[src/rtl/bufptr_pkg.sv]
package bufptr_pkg;

    // How the pointer moves on the next edge
    typedef enum logic [1:0] {
        PTR_HOLD = 2'd0,
        PTR_LOAD = 2'd1,
        PTR_STEP = 2'd2
    } ptr_move_e;

endpackage

[src/rtl/bufptr_len_table.sv]
module bufptr_len_table #(
    parameter int NUM_TRANS = 64,
    parameter int LEN_W     = 8,
    parameter int IDX_W     = 6,
    parameter int CNT_W     = 7
) (
    input  logic                            clk,
    input  logic                            rst_n,
    input  logic                            len_we,
    input  logic [IDX_W-1:0]                len_idx,
    input  logic [LEN_W-1:0]                len_val,
    input  logic                            cnt_we,
    input  logic [CNT_W-1:0]                cnt_val,
    output logic [NUM_TRANS-1:0][LEN_W-1:0] lens,
    output logic [CNT_W-1:0]                count
);

    typedef struct packed {
        logic [NUM_TRANS-1:0][LEN_W-1:0] lens;
        logic [CNT_W-1:0]                cnt;
    } tbl_t;

    tbl_t tbl_q, tbl_d;

    always_comb begin
        tbl_d = tbl_q;
        if (len_we && (int'(len_idx) < NUM_TRANS)) begin
            tbl_d.lens[len_idx] = len_val;
        end
        if (cnt_we) begin
            tbl_d.cnt = (int'(cnt_val) > NUM_TRANS) ? CNT_W'(NUM_TRANS) : cnt_val;
        end
    end

    always_ff @(posedge clk) begin
        if (!rst_n) begin
            tbl_q <= '0;
        end else begin
            tbl_q <= tbl_d;
        end
    end

    assign lens  = tbl_q.lens;
    assign count = tbl_q.cnt;

    // the count that bounds the valid region never names a missing entry
    a_r5_count_bound: assert property (@(posedge clk) disable iff (!rst_n)
        int'(count) <= NUM_TRANS);

    // a length write is visible in the table on the next cycle
    a_r8_len_written: assert property (@(posedge clk) disable iff (!rst_n)
        (len_we && (int'(len_idx) < NUM_TRANS)) |=> (lens[$past(len_idx)] == $past(len_val)));

endmodule

[src/rtl/bufptr_prefix.sv]
module bufptr_prefix #(
    parameter int NUM_TRANS = 64,
    parameter int LEN_W     = 8,
    parameter int IDX_W     = 6,
    parameter int CNT_W     = 7,
    parameter int PTR_W     = 15
) (
    input  logic [NUM_TRANS-1:0][LEN_W-1:0] lens,
    input  logic [CNT_W-1:0]                count,
    input  logic [IDX_W-1:0]                sel,
    output logic [PTR_W-1:0]                base,
    output logic [PTR_W-1:0]                total
);

    logic [PTR_W-1:0] len_ext [NUM_TRANS];

    // Widen each length once so the running sum cannot overflow
    for (genvar k = 0; k < NUM_TRANS; k++) begin : g_widen
        assign len_ext[k] = PTR_W'(lens[k]);
    end

    logic [PTR_W-1:0] run;

    always_comb begin
        run   = '0;
        base  = '0;
        total = '0;
        for (int k = 0; k < NUM_TRANS; k++) begin
            if (k == int'(sel))   base  = run;
            if (k == int'(count)) total = run;
            run = run + len_ext[k];
        end
        if (int'(sel) >= NUM_TRANS)   base  = run;
        if (int'(count) >= NUM_TRANS) total = run;
    end

endmodule

[src/rtl/bufptr_core.sv]
module bufptr_core
    import bufptr_pkg::*;
#(
    parameter int PTR_W  = 15,
    parameter int LEN_W  = 8,
    parameter int IDX_W  = 6,
    parameter int ADDR_W = 13,
    parameter int DEPTH  = 4352
) (
    input  logic              clk,
    input  logic              rst_n,
    input  logic              sel_we,
    input  logic [IDX_W-1:0]  sel_val,
    input  logic              ofs_we,
    input  logic [LEN_W-1:0]  ofs_val,
    input  logic              ptr_rst,
    input  logic              acc,
    input  logic              err_clr,
    input  logic [PTR_W-1:0]  base_nxt,
    input  logic [PTR_W-1:0]  total,
    output logic [IDX_W-1:0]  sel_nxt,
    output logic              buf_en,
    output logic [ADDR_W-1:0] buf_addr,
    output logic              buf_err
);

    typedef struct packed {
        logic [IDX_W-1:0] sel;
        logic [LEN_W-1:0] ofs;
        logic [PTR_W-1:0] ptr;
        logic             err;
    } core_t;

    core_t core_q, core_d;

    logic [IDX_W-1:0] sel_d;
    logic [LEN_W-1:0] ofs_d;
    logic             in_range;
    logic             hit;
    logic             miss;
    logic             load;
    ptr_move_e        move;

    // Selection registers resolved first: the base lookup depends on them
    always_comb begin
        sel_d = sel_we ? sel_val : core_q.sel;
        ofs_d = ofs_we ? ofs_val : core_q.ofs;
    end

    assign sel_nxt = sel_d;

    always_comb begin
        in_range = (int'(core_q.ptr) < int'(total)) && (int'(core_q.ptr) < DEPTH);
        hit      = acc && in_range;
        miss     = acc && !in_range;
        load     = sel_we || ofs_we || ptr_rst;

        if (load)     move = PTR_LOAD;
        else if (hit) move = PTR_STEP;
        else          move = PTR_HOLD;

        core_d     = core_q;
        core_d.sel = sel_d;
        core_d.ofs = ofs_d;
        case (move)
            PTR_LOAD: core_d.ptr = base_nxt + PTR_W'(ofs_d);
            PTR_STEP: core_d.ptr = core_q.ptr + PTR_W'(1);
            default:  core_d.ptr = core_q.ptr;
        endcase

        if (miss)         core_d.err = 1'b1;
        else if (err_clr) core_d.err = 1'b0;
    end

    always_ff @(posedge clk) begin
        if (!rst_n) begin
            core_q <= '0;
        end else begin
            core_q <= core_d;
        end
    end

    assign buf_en   = hit;
    assign buf_addr = ADDR_W'(core_q.ptr);
    assign buf_err  = core_q.err;

    // an accepted access without a load advances the pointer by one
    a_r3_step: assert property (@(posedge clk) disable iff (!rst_n)
        (buf_en && !sel_we && !ofs_we && !ptr_rst) |=> (core_q.ptr == $past(core_q.ptr) + PTR_W'(1)));

    // a refused access leaves the pointer in place
    a_r5_miss_holds: assert property (@(posedge clk) disable iff (!rst_n)
        (acc && !buf_en && !sel_we && !ofs_we && !ptr_rst) |=> $stable(core_q.ptr));

    // a refused access raises the flag
    a_r5_err_set: assert property (@(posedge clk) disable iff (!rst_n)
        (acc && !buf_en) |=> buf_err);

    // the flag only drops through an explicit clear
    a_r7_sticky: assert property (@(posedge clk) disable iff (!rst_n)
        (buf_err && !err_clr) |=> buf_err);

    // no enabled access leaves the physical buffer
    a_r6_addr_in_depth: assert property (@(posedge clk) disable iff (!rst_n)
        buf_en |-> (int'(core_q.ptr) < DEPTH));

    // a load places the pointer at base plus offset
    a_r2_load: assert property (@(posedge clk) disable iff (!rst_n)
        (sel_we || ofs_we || ptr_rst) |=> (core_q.ptr == $past(base_nxt) + PTR_W'($past(ofs_d))));

endmodule

[src/rtl/bufptr_top.sv]
module bufptr_top #(
    parameter int NUM_TRANS = 64,
    parameter int LEN_W     = 8,
    parameter int DEPTH     = 4352,
    localparam int IDX_W    = (NUM_TRANS > 1) ? $clog2(NUM_TRANS) : 1,
    localparam int CNT_W    = $clog2(NUM_TRANS + 1),
    localparam int ADDR_W   = (DEPTH > 1) ? $clog2(DEPTH) : 1,
    localparam int PTR_W    = LEN_W + IDX_W + 1
) (
    input  logic              clk,
    input  logic              rst_n,
    input  logic              len_we,
    input  logic [IDX_W-1:0]  len_idx,
    input  logic [LEN_W-1:0]  len_val,
    input  logic              cnt_we,
    input  logic [CNT_W-1:0]  cnt_val,
    input  logic              sel_we,
    input  logic [IDX_W-1:0]  sel_val,
    input  logic              ofs_we,
    input  logic [LEN_W-1:0]  ofs_val,
    input  logic              ptr_rst,
    input  logic              data_acc,
    input  logic              err_clr,
    output logic              buf_en,
    output logic [ADDR_W-1:0] buf_addr,
    output logic              buf_err
);

    logic [NUM_TRANS-1:0][LEN_W-1:0] lens;
    logic [CNT_W-1:0]                count;
    logic [IDX_W-1:0]                sel_nxt;
    logic [PTR_W-1:0]                base_nxt;
    logic [PTR_W-1:0]                total;

    bufptr_len_table #(
        .NUM_TRANS (NUM_TRANS),
        .LEN_W     (LEN_W),
        .IDX_W     (IDX_W),
        .CNT_W     (CNT_W)
    ) u_table (
        .clk     (clk),
        .rst_n   (rst_n),
        .len_we  (len_we),
        .len_idx (len_idx),
        .len_val (len_val),
        .cnt_we  (cnt_we),
        .cnt_val (cnt_val),
        .lens    (lens),
        .count   (count)
    );

    bufptr_prefix #(
        .NUM_TRANS (NUM_TRANS),
        .LEN_W     (LEN_W),
        .IDX_W     (IDX_W),
        .CNT_W     (CNT_W),
        .PTR_W     (PTR_W)
    ) u_prefix (
        .lens  (lens),
        .count (count),
        .sel   (sel_nxt),
        .base  (base_nxt),
        .total (total)
    );

    bufptr_core #(
        .PTR_W  (PTR_W),
        .LEN_W  (LEN_W),
        .IDX_W  (IDX_W),
        .ADDR_W (ADDR_W),
        .DEPTH  (DEPTH)
    ) u_core (
        .clk      (clk),
        .rst_n    (rst_n),
        .sel_we   (sel_we),
        .sel_val  (sel_val),
        .ofs_we   (ofs_we),
        .ofs_val  (ofs_val),
        .ptr_rst  (ptr_rst),
        .acc      (data_acc),
        .err_clr  (err_clr),
        .base_nxt (base_nxt),
        .total    (total),
        .sel_nxt  (sel_nxt),
        .buf_en   (buf_en),
        .buf_addr (buf_addr),
        .buf_err  (buf_err)
    );

endmodule

[config.mk]
export PLATFORM = sky130hd
export DESIGN_NAME = bufptr_top
export DESIGN_NICKNAME = d
export VERILOG_FILES = /design/src/rtl/bufptr_pkg.sv /design/src/rtl/bufptr_len_table.sv /design/src/rtl/bufptr_prefix.sv /design/src/rtl/bufptr_core.sv /design/src/rtl/bufptr_top.sv
export SDC_FILE = /design/constraint.sdc
export NUM_CORES = 2
export LEC_CHECK = 0
export ABC_AREA = 1
export BUFFER_PORTS_ARGS = -buffer_cell sky130_fd_sc_hd__buf_4
export CORE_UTILIZATION = 40
export DETAILED_ROUTE_END_ITERATION = 10
export PLACE_DENSITY = 0.54
export SLEW_MARGIN = 20
export SYNTH_ARGS = -nofsm -noshare
export SYNTH_HDL_FRONTEND = slang
export SYNTH_HIERARCHICAL = 1
export SYNTH_SLANG_ARGS = --single-unit
[constraint.sdc]
create_clock -name clk -period 86.8 [get_ports clk]
set_input_delay 17.36 -clock clk [delete_from_list [all_inputs] [get_ports clk]]
set_output_delay 17.36 -clock clk [all_outputs]
set_load 0.02 [all_outputs]
==> run summary <==
CTS tree -> yes
Critical Path Fanout Max -> 7
Top FF cell, synth -> dfxtp_1
clock-pin slew on the worst setup and hold paths -> 0.06 ns
Clk Tree Root Cell -> clkbuf_16
number of buffers added for setup after CTS -> 0
Max Fclk -> 15.1 MHz
initial antenna violation count -> 6
Data required, critical path -> 69.44 ns
P_leak -> 32.6 nW
Final Setup Violations -> 0
Starting Density -> 0.404
Avg Vias per Cell -> 5.38
die height -> 413 um
Top-Level Pins -> 59
number of synthesized flops with an enable pin -> 0
DR vias -> 70719
Final Hold Fails -> 0
WL per Instance -> 20.1 um
Cell variety after synth -> 65
CTS max path bufs -> 3
Synth Cell Area -> 67600 um^2
Worst path slowest cell -> fa_1
largest net degree at the start of global routing -> 174
min cycle time layout -> 66.34 ns
antenna violation net count after detailed routing -> 0
die area -> 171000 um^2
crit path buf inv count -> 64
CP Class -> register to primary output
max_cap viols -> 0
CP dominant cell by count -> ha_1
Critical Path AT -> 48.98 ns
delay-heaviest family, CP -> adder cells
Avg Inst Size Synth -> 6.20 um^2
Buffers on Ports -> 58
PwrDens -> 13.0 nW/um^2
total gr overflow -> 0
asr flop ratio synth -> 0
clock skew -> 0.0337 ns
core area -> 167000 um^2
Area Overhead vs Synth -> 7.72%
final wirelength -> 265 mm
All-Layer GR Usage -> 0.302
CP max stage delay -> 0.40 ns
hold_buf cts -> 0
Least-Margin Pin Slew -> 1.20 ns
outcome -> finished, final reports clean
routability cong. -> 0.974
CTS Buf Count -> 76
DP Area -> 70300 um^2
Starting DRT DRC Count -> 5618
clock latency on the worst-skew pair -> 0.72 ns
net count after synthesis -> 11596
CTS sink count -> 549
router iterations before antenna repair -> 7
vias in the first global route -> 66943
Critical Path End Type -> primary output
H-tree depth -> 3
placed insts -> 13000
Max transition margin -> 0.200
first-pass GRT wire length -> 399 mm
design area -> 72800 um^2
Slew Viols, Final -> 0
Seq/Total Area, Yosys -> 0.163
Max VDD drop -> 0.0148 mV
PostCTS Resize Cnt -> 0
worst hold path type -> register to register
layout net count -> 11561
layout cells sized above 1 -> 0.120
DRC viols -> 0
Synth Instances -> 10909
FF+latch count, synth -> 549
setup_tns -> 0 ns
YS warnings -> 6
hpwl dp -> 210 mm
row count -> 150
die width -> 413 um
Post-Layout Cell Count -> 13140
fin crit share -> 0.764
RSZ-0062 raised after global routing -> no
startpoint types -> register
-- path summary, 6_finish.rpt --
| check | cells past startpoint | slack, ns | to | from |
|---|---|---|---|---|
| min | 2 | 0.47 | u_core/core_q[19]$_SDFF_PN0_ | u_core/core_q[19]$_SDFF_PN0_ |
| min reg2reg | 2 | 0.47 | u_core/core_q[19]$_SDFF_PN0_ | u_core/core_q[19]$_SDFF_PN0_ |
| max | 243 | 20.46 | buf_en | u_table/lens[0]$_SDFFE_PN0P_ |
| max reg2reg | 245 | 38.10 | u_core/core_q[15]$_SDFFE_PN0P_ | u_table/lens[0]$_SDFFE_PN0P_ |
-- state kept, by name (all words and copies together) (netlist names) --
register,cells
u_table/lens,512
u_core/core_q,16
u_core/buf_addr,13
u_table/count,7
u_core/buf_err,1
-- power by group --
part / switching, mW / internal [mW]
Clock: 0.138 / 0.188
Sequential: 0.00409 / 0.256
Combinational: 0.240 / 0.120
-- worst min-delay path: stages, from the launching register on --
cell and delay, ns:
dfxtp_1 0.30, nand2_1 0.07, a21oi_1 0.06
-- cells in the final DEF (no fill, tap or decap), types with 23 or more instances in the layout --
cell type	n
nand2_1	2268
nor2_1	2041
inv_1	1308
a21oi_1	625
nand3_1	625
ha_1	579
dfxtp_1	549
o21ai_0	495
nand2_2	355
nand3_2	201
nand2_4	184
xor2_1	163
buf_4	157
xnor2_1	136
o221ai_1	87
nor2_2	81
a221oi_1	81
clkbuf_16	77
nand4_1	66
nor4_1	66
fa_1	64
o2111ai_1	60
or2_2	59
o211ai_1	58
nor2_4	44
a211oi_1	44
inv_2	39
nand3_4	38
a31oi_1	34
a2111oi_0	29
clkinv_1	28
nand3b_1	26
and2_1	26
o22ai_1	26
nor3_1	25
a21boi_0	23
-- per-stage QoR --
step	power [mW]	hold slack, ns	utilization	setup slack [ns]
global placement	0.611	0.452	0.420	22.93
floorplan	0.532	0.447	-	26.95
CTS	0.950	0.471	0.435	20.79
finish	0.946	0.470	0.435	20.46
detailed placement	0.619	0.463	0.420	21.78
global route	1.01	0.488	0.435	16.75
-- Yosys cell counts, drive strengths merged, types with 28 or more instances --
master | number | area [um^2]
a2111oi | 33 | 289
a211oi | 44 | 330
a21oi | 627 | 3150
a221oi | 81 | 709
a31oi | 34 | 213
buf | 123 | 773
clkbuf | 149 | 559
clkinv | 28 | 105
dfxtp | 549 | 11000
fa | 64 | 1280
ha | 579 | 7240
inv | 1355 | 5090
nand2 | 2808 | 12800
nand3 | 864 | 5810
nand3b | 29 | 229
nand4 | 71 | 502
nor2 | 2166 | 8630
nor4 | 66 | 413
o2111ai | 60 | 526
o211ai | 58 | 435
o21ai | 520 | 2650
o221ai | 87 | 762
or2 | 60 | 375
xnor2 | 136 | 1190
xor2 | 163 | 1430
-- per-layer routing --
layer	vias up	track usage	part of all wire
li1	35467	-	-
met1	32797	0.394	0.45
met2	2003	0.504	0.46
met3	440	0.0416	0.055
met4	12	0.112	0.040
met5	-	0	0.00030
-- cell families (layout without fill, tap and decap cells) --
group / count (synthesis) / after routing / synth area share
AO/OA/AOI/OAI: 1645 / 1645 / 0.145
XOR/XNOR: 299 / 299 / 0.0387
adder cells (fa/ha/maj): 643 / 643 / 0.126
buffers and inverters: 1656 / 1682 / 0.0968
flip-flops: 549 / 549 / 0.163
other: 0 / 1 / 0
AND/OR/NAND/NOR: 6117 / 6117 / 0.430
-- final cells by class --
class                      count  area [um^2]
clock inverter                38          408
fill                       17931        94600
inverter                    1384         5220
clock buffer                 101         2120
sequential                   549        11000
multi-input combinational   8704        50100
timing repair buffer         159         1210
tap                         2204         2760
antenna                        1         2.50
Power figures use the tool's default switching activity.
